[config.mk]
export PLATFORM = sky130hd
export DESIGN_NAME = cfg_serial_loader
export DESIGN_NICKNAME = d
export VERILOG_FILES = /design/src/rtl/cfg_loader_pkg.sv /design/src/rtl/cfg_phase_gen.sv /design/src/rtl/cfg_slot_seq.sv /design/src/rtl/cfg_bit_mux.sv /design/src/rtl/cfg_serial_loader.sv
export SDC_FILE = /design/constraint.sdc
export NUM_CORES = 1
export LEC_CHECK = 0
export ABC_AREA = 1
export BUFFER_PORTS_ARGS = -buffer_cell sky130_fd_sc_hd__buf_4
export CAP_MARGIN = 40
export CORE_UTILIZATION = 30
export DETAILED_ROUTE_END_ITERATION = 6
export GPL_TIMING_DRIVEN = 0
export PLACE_DENSITY_LB_ADDON = 0.08
export SYNTH_ARGS = -nofsm -noshare
export SYNTH_HDL_FRONTEND = slang
export SYNTH_HIERARCHICAL = 1
export SYNTH_SLANG_ARGS = --single-unit
[constraint.sdc]
create_clock -name clk -period 2 [get_ports clk]
set_input_delay 0.1 -clock clk [delete_from_list [all_inputs] [get_ports clk]]
set_output_delay 0.1 -clock clk [all_outputs]
set_load 0.01 [all_outputs]
[src/rtl/cfg_loader_pkg.sv]
package cfg_loader_pkg;
  localparam int KEY_W = 16;
  localparam logic [KEY_W-1:0] UNLOCK_KEY = 16'hB41B;

  // lead-in + key + turnaround + payload + closing pulse
  function automatic int frame_slots(int word_w);
    return 1 + KEY_W + 1 + word_w + 1;
  endfunction

  // key bit sent in key position idx (0 = first sent = MSB)
  function automatic logic key_bit(int idx);
    logic [KEY_W-1:0] t;
    t = UNLOCK_KEY << idx;
    return t[KEY_W-1];
  endfunction

  // slot index helpers
  function automatic int first_payload_slot();
    return KEY_W + 2;
  endfunction
endpackage

[src/rtl/cfg_phase_gen.sv]
module cfg_phase_gen #(
  parameter int HALF = 2
) (
  input  logic clk,
  input  logic rst_n,
  input  logic clr,
  input  logic run,
  output logic phase_o,
  output logic slot_end_o
);
  localparam int CW = (HALF > 1) ? $clog2(HALF) : 1;
  localparam logic [CW-1:0] CMAX = CW'(HALF - 1);

  logic [CW-1:0] cnt;
  logic          half_end;

  assign half_end   = run && (cnt == CMAX);
  assign slot_end_o = half_end && phase_o;

  always_ff @(posedge clk) begin
    if (!rst_n || clr || !run) begin
      cnt     <= '0;
      phase_o <= 1'b0;
    end else if (half_end) begin
      cnt     <= '0;
      phase_o <= ~phase_o;
    end else begin
      cnt <= cnt + 1'b1;
    end
  end

  assert_cnt_range_R3: assert property (@(posedge clk) disable iff (!rst_n)
    cnt <= CMAX);
  assert_phase_toggle_R3: assert property (@(posedge clk) disable iff (!rst_n)
    (half_end && !clr) |=> (phase_o != $past(phase_o)));
endmodule

[src/rtl/cfg_slot_seq.sv]
module cfg_slot_seq #(
  parameter int SLOTS = 35,
  parameter int SW    = 6
) (
  input  logic          clk,
  input  logic          rst_n,
  input  logic          start_ok,
  input  logic          slot_end,
  output logic          busy_o,
  output logic [SW-1:0] slot_o,
  output logic          done_o
);
  localparam logic [SW-1:0] LAST = SW'(SLOTS - 1);

  assign done_o = busy_o && slot_end && (slot_o == LAST);

  always_ff @(posedge clk) begin
    if (!rst_n) begin
      busy_o <= 1'b0;
      slot_o <= '0;
    end else if (start_ok) begin
      busy_o <= 1'b1;
      slot_o <= '0;
    end else if (busy_o && slot_end) begin
      if (slot_o == LAST) begin
        busy_o <= 1'b0;
        slot_o <= '0;
      end else begin
        slot_o <= slot_o + 1'b1;
      end
    end
  end

  assert_start_R2: assert property (@(posedge clk) disable iff (!rst_n)
    start_ok |=> (busy_o && slot_o == '0));
  assert_done_R8: assert property (@(posedge clk) disable iff (!rst_n)
    done_o |=> !busy_o);
  assert_busy_hold_R9: assert property (@(posedge clk) disable iff (!rst_n)
    (busy_o && !done_o) |=> busy_o);
  assert_slot_range_R8: assert property (@(posedge clk) disable iff (!rst_n)
    slot_o <= LAST);
endmodule

[src/rtl/cfg_bit_mux.sv]
module cfg_bit_mux
  import cfg_loader_pkg::*;
#(
  parameter int WORD_W = 16,
  parameter int SW     = 6
) (
  input  logic              busy,
  input  logic              phase,
  input  logic [SW-1:0]     slot,
  input  logic [WORD_W-1:0] word,
  output logic              sclk,
  output logic              sen,
  output logic              sdi
);
  localparam int PAY0 = first_payload_slot();
  localparam int PAYN = PAY0 + WORD_W - 1;

  logic [WORD_W-1:0] shifted;

  assign sclk = busy & phase;

  always_comb begin
    int s;
    s       = int'(slot);
    sen     = 1'b0;
    sdi     = 1'b0;
    shifted = '0;
    if (busy) begin
      if (s >= 1 && s <= KEY_W) begin
        sen = 1'b1;
        sdi = key_bit(s - 1);
      end else if (s == KEY_W + 1) begin
        sen = 1'b1;
      end else if (s >= PAY0 && s <= PAYN) begin
        sen     = 1'b1;
        shifted = word << (s - PAY0);
        sdi     = shifted[WORD_W-1];
      end
    end
  end
endmodule

[src/rtl/cfg_serial_loader.sv]
module cfg_serial_loader
  import cfg_loader_pkg::*;
#(
  parameter int BYTE_W = 8,
  parameter int HALF   = 2
) (
  input  logic              clk,
  input  logic              rst_n,
  input  logic              start_i,
  input  logic [BYTE_W-1:0] hi_byte_i,
  input  logic [BYTE_W-1:0] lo_byte_i,
  output logic              busy_o,
  output logic              sclk_o,
  output logic              sen_o,
  output logic              sdi_o
);
  localparam int WORD_W = 2 * BYTE_W;
  localparam int SLOTS  = frame_slots(WORD_W);
  localparam int SW     = $clog2(SLOTS);

  logic              start_ok;
  logic              phase;
  logic              slot_end;
  logic              frame_done;
  logic [SW-1:0]     slot;
  logic [WORD_W-1:0] word_q;

  assign start_ok = start_i && !busy_o;

  always_ff @(posedge clk) begin
    if (!rst_n)        word_q <= '0;
    else if (start_ok) word_q <= {hi_byte_i, lo_byte_i};
  end

  cfg_phase_gen #(.HALF(HALF)) u_phase (
    .clk(clk), .rst_n(rst_n), .clr(start_ok), .run(busy_o),
    .phase_o(phase), .slot_end_o(slot_end)
  );

  cfg_slot_seq #(.SLOTS(SLOTS), .SW(SW)) u_seq (
    .clk(clk), .rst_n(rst_n), .start_ok(start_ok), .slot_end(slot_end),
    .busy_o(busy_o), .slot_o(slot), .done_o(frame_done)
  );

  cfg_bit_mux #(.WORD_W(WORD_W), .SW(SW)) u_mux (
    .busy(busy_o), .phase(phase), .slot(slot), .word(word_q),
    .sclk(sclk_o), .sen(sen_o), .sdi(sdi_o)
  );

  assert_rise_stable_R3: assert property (@(posedge clk) disable iff (!rst_n)
    $rose(sclk_o) |-> ($stable(sdi_o) && $stable(sen_o)));
  assert_high_stable_R3: assert property (@(posedge clk) disable iff (!rst_n)
    (sclk_o && $past(sclk_o)) |-> ($stable(sdi_o) && $stable(sen_o)));
  assert_word_hold_R9: assert property (@(posedge clk) disable iff (!rst_n)
    (busy_o && $past(busy_o)) |-> $stable(word_q));
  assert_idle_quiet_R10: assert property (@(posedge clk) disable iff (!rst_n)
    (!busy_o && !$past(frame_done)) |=> (!busy_o || !sclk_o));
endmodule

==> out/summary.log <==
[floorplan] effective utilization at floorplan 0.3119
[setup_path] Top cell by count, worst path sky130_fd_sc_hd__nand2_1
[yosys] Post-synth top flop sky130_fd_sc_hd__dfxtp_1
[floorplan] die outline height 77.89 um
[sta] sum of negative setup slack 0 ps
[layout] layout cells sized above 1 0.2382
[clocking] cell at the root of the clock tree sky130_fd_sc_hd__clkbuf_8
[floorplan] Die W 77.89 um
[drt] via density per instance 4.182
[setup_path] element type at the critical path end primary output
[layout] Nets 346
[global_route] first-pass GRT wire length 6465 um
[layout] Post-Route Utilization 0.3898
[clocking] Clock H-tree levels 1
[sta] final critical delay including setup and external delays 1999 ps
[hold_path] Hold Path Cell Cnt 2
[layout] footprint of the multi-input gates 0.001054 mm^2
[setup_path] cells along the critical path clkinvlp_4 -> ha_4 -> inv_4 -> nor2_4 -> nand2_1 -> nand2_1 -> o21ai_1 -> inv_1 -> nor2_2 -> nand3_2 -> a21oi_2 -> buf_4
[place] number of buffers added on ports 21
[sta] final setup fails 0
[sta] Slew Limit Headroom 0.6345
[clocking] maximum buffer depth of the clock tree 2
[clocking] Clock transition at path regs 100 ps
[layout] diode insertion count for antenna repair 0
[setup_path] required time of the critical path 1900 ps
[yosys] Gate Count Post-Synth 285
[yosys] netlist area before placement 0.001728 mm^2
[sta] clock skew after layout 14.84 ps
[drt] average wire per standard cell 9.560 um
[setup_path] category of cells accounting for the largest share of critical-path delay buffers and inverters
[power] total power after layout 0.9941 mW
[drt] number of DRC violations after detailed-routing iteration 0 43
[drt] Vias 1635
[layout] growth of design area from synthesis to finish 24.98%
[status] status completed
[yosys] number of register bits inferred by synthesis 25
[clocking] clock network latency to the later pin of the worst-skew pair 280 ps
[drt] router iterations before antenna repair 4
[setup_path] slowest stage delay, CP 370 ps
[global_route] largest net degree at the start of global routing 15
[power] worst vdd rail ir drop 228.2 uV
[clocking] number of clock sinks seen by CTS 25
[yosys] post-synthesis sequential area ratio 0.2896
[hold_path] Tightest Hold Check Type in -> reg
[setup_path] Critical Path Start Type flip-flop
[sta] setup repair after global routing missed its margin true
[setup_path] number of buffers and inverters on the critical path 4
[yosys] YS warnings 6
[setup_path] maximum net fanout on the critical path 7
[global_route] initial antenna violation count 0
[power] leakage 1.091 nW
[global_route] GRT Total Usage 0.1315
[setup_path] cell with the largest stage delay on the worst path sky130_fd_sc_hd__dfxtp_4
[global_route] global route total overflow 0
[drt] Total Routed Length 3738 um
[yosys] number of synthesized flops with an enable pin 0
[sta] Fmax achieved 500.4 MHz
[layout] number of fill cells 627
[setup_path] WP depth 12
[sta] count of endpoints failing hold in the final timing report 0
[yosys] number of nets in the synthesized netlist 311
[floorplan] placeable core region 0.005540 mm^2
[yosys] average instance area after synthesis 6.063 um^2
[clocking] CTS tree built
[sta] Worst Tran Pin Value 547.5 ps
[floorplan] area enclosed by the die boundary 0.006067 mm^2
[drt] residual DRC count 0
[floorplan] Ports 23
[setup_path] critical path start-end classification reg -> out
[sta] share of the clock period used by the worst path after layout 0.9993
[place] routability cong. 0.7306
[floorplan] total number of placement rows 27
[global_route] number of global-route vias before repair 1475
[drt] residual antenna-violating net count after detailed routing 0
[setup_path] arrival time worst endpoint 1900 ps
[yosys] Distinct cells, synth 27
[layout] storage element area 509.2 um^2
[clocking] number of buffers inserted during clock tree synthesis 3
[setup_path] worst reg2reg path depth 9
[yosys] proportion of register bits with asynchronous set or reset after synthesis 0
[setup_path] slack of the worst reg-to-reg path 400 ps
[place] detailed placer's ending HPWL 2837 um
[power] power per unit of standard cell area 460.3 mW/mm^2
[job] count of maximum capacitance violations 0
[clocking] Post-CTS Hold Buffers 0
[sta] Slew Viols, Final 0
layout by cell type, fill, tap and decap left out, drive strengths merged:
cell / instances
clkinvlp: 1
o21ai: 6
nand4: 3
a21boi: 1
a31oi: 1
buf: 38
nand2: 84
nand3b: 3
nor2: 58
nand3: 36
dfxtp: 25
inv: 44
clkbuf: 3
clkinv: 1
a21oi: 4
ha: 7
nor3: 4
synth_stat cells, types with 3 or more instances:
library cell	count	share of area
sky130_fd_sc_hd__nor2_2	6	0.022
sky130_fd_sc_hd__nand3_1	35	0.10
sky130_fd_sc_hd__a21oi_1	3	0.0087
sky130_fd_sc_hd__buf_2	3	0.0087
sky130_fd_sc_hd__dfxtp_1	25	0.29
sky130_fd_sc_hd__inv_2	6	0.013
sky130_fd_sc_hd__nor2_1	48	0.10
sky130_fd_sc_hd__inv_1	39	0.085
sky130_fd_sc_hd__nor2_4	4	0.026
sky130_fd_sc_hd__o21ai_1	4	0.012
sky130_fd_sc_hd__buf_4	3	0.013
sky130_fd_sc_hd__ha_1	7	0.051
sky130_fd_sc_hd__nand4_1	3	0.011
sky130_fd_sc_hd__nand2_1	81	0.18
routing by layer:
layer	global-route usage	routed length, um	up-vias
li1	-	-	942
met1	0.1727	1939	662
met2	0.2168	1643	25
met3	0.02118	85	6
met4	0.04630	70	0
met5	0	0	-
where the power goes:
part	internal, mW	leakage [nW]	switching (mW)	total (mW)
Sequential	0.525	0.208	0.0215	0.546
Combinational	0.0695	0.858	0.0761	0.146
Clock	0.139	0.0255	0.163	0.302
Total	0.734	1.09	0.261	0.994
timing repair:
action | in CTS | in global routing
hold endpoints to repair | 0 | 0
gates resized for setup | 13 | 6
endpoints found under the setup margin | 2 | 2
pin swaps | 2 | 5
setup buffers | 5 | 4
path summary, 6_finish.rpt:
kind	startpoint	end
worst max-delay path	u_seq/slot_o[1]	sdi_o
worst min-delay path	rst_n	u_seq/busy_o
worst max register to register	u_seq/busy_o	u_seq/slot_o[5]
worst min register to register	u_phase/cnt	u_phase/cnt
per-stage QoR:
stage | cell area, um^2 | instances | worst slack (ps) | hold WS, ps
2_1_floorplan | 1728 | 285 | 329.1 | 253.1
3_3_place_gp | 1976 | 378 | -89.52 | 382.1
3_5_place_dp | 1976 | 378 | -67.93 | 393.8
4_1_cts | 2107 | 387 | 4.221 | 100.4
5_1_grt | 2160 | 391 | -174.3 | 108.1
6_report | 2160 | 391 | 1.422 | 101.9
sequential cells by signal, indices dropped and copies added, names as in the netlist:
register,count
u_phase/cnt,1
u_phase/phase_o,1
u_seq/busy_o,1
u_seq/slot_o,6
word_q,16
final cells by class:
class                      instances  share of cell area
multi-input combinational        207              0.4878
sequential                        25              0.2358
tap                               72             0.04171
buffer                             8             0.02781
clock inverter                     1            0.002317
clock buffer                       3             0.01912
timing repair buffer              30              0.1043
inverter                          45             0.08111
cell families (layout without fill, tap and decap cells):
kind of cell	count (synthesis)	after routing	share of synthesized area
AOI/OAI and AO/OA	12	12	0.03911
and+or+nand+nor	188	188	0.4924
buffers and inverters	53	87	0.1282
adders and majority gates	7	7	0.05069
DFF	25	25	0.2896
Note: power is estimated with default switching activity, not from simulation.
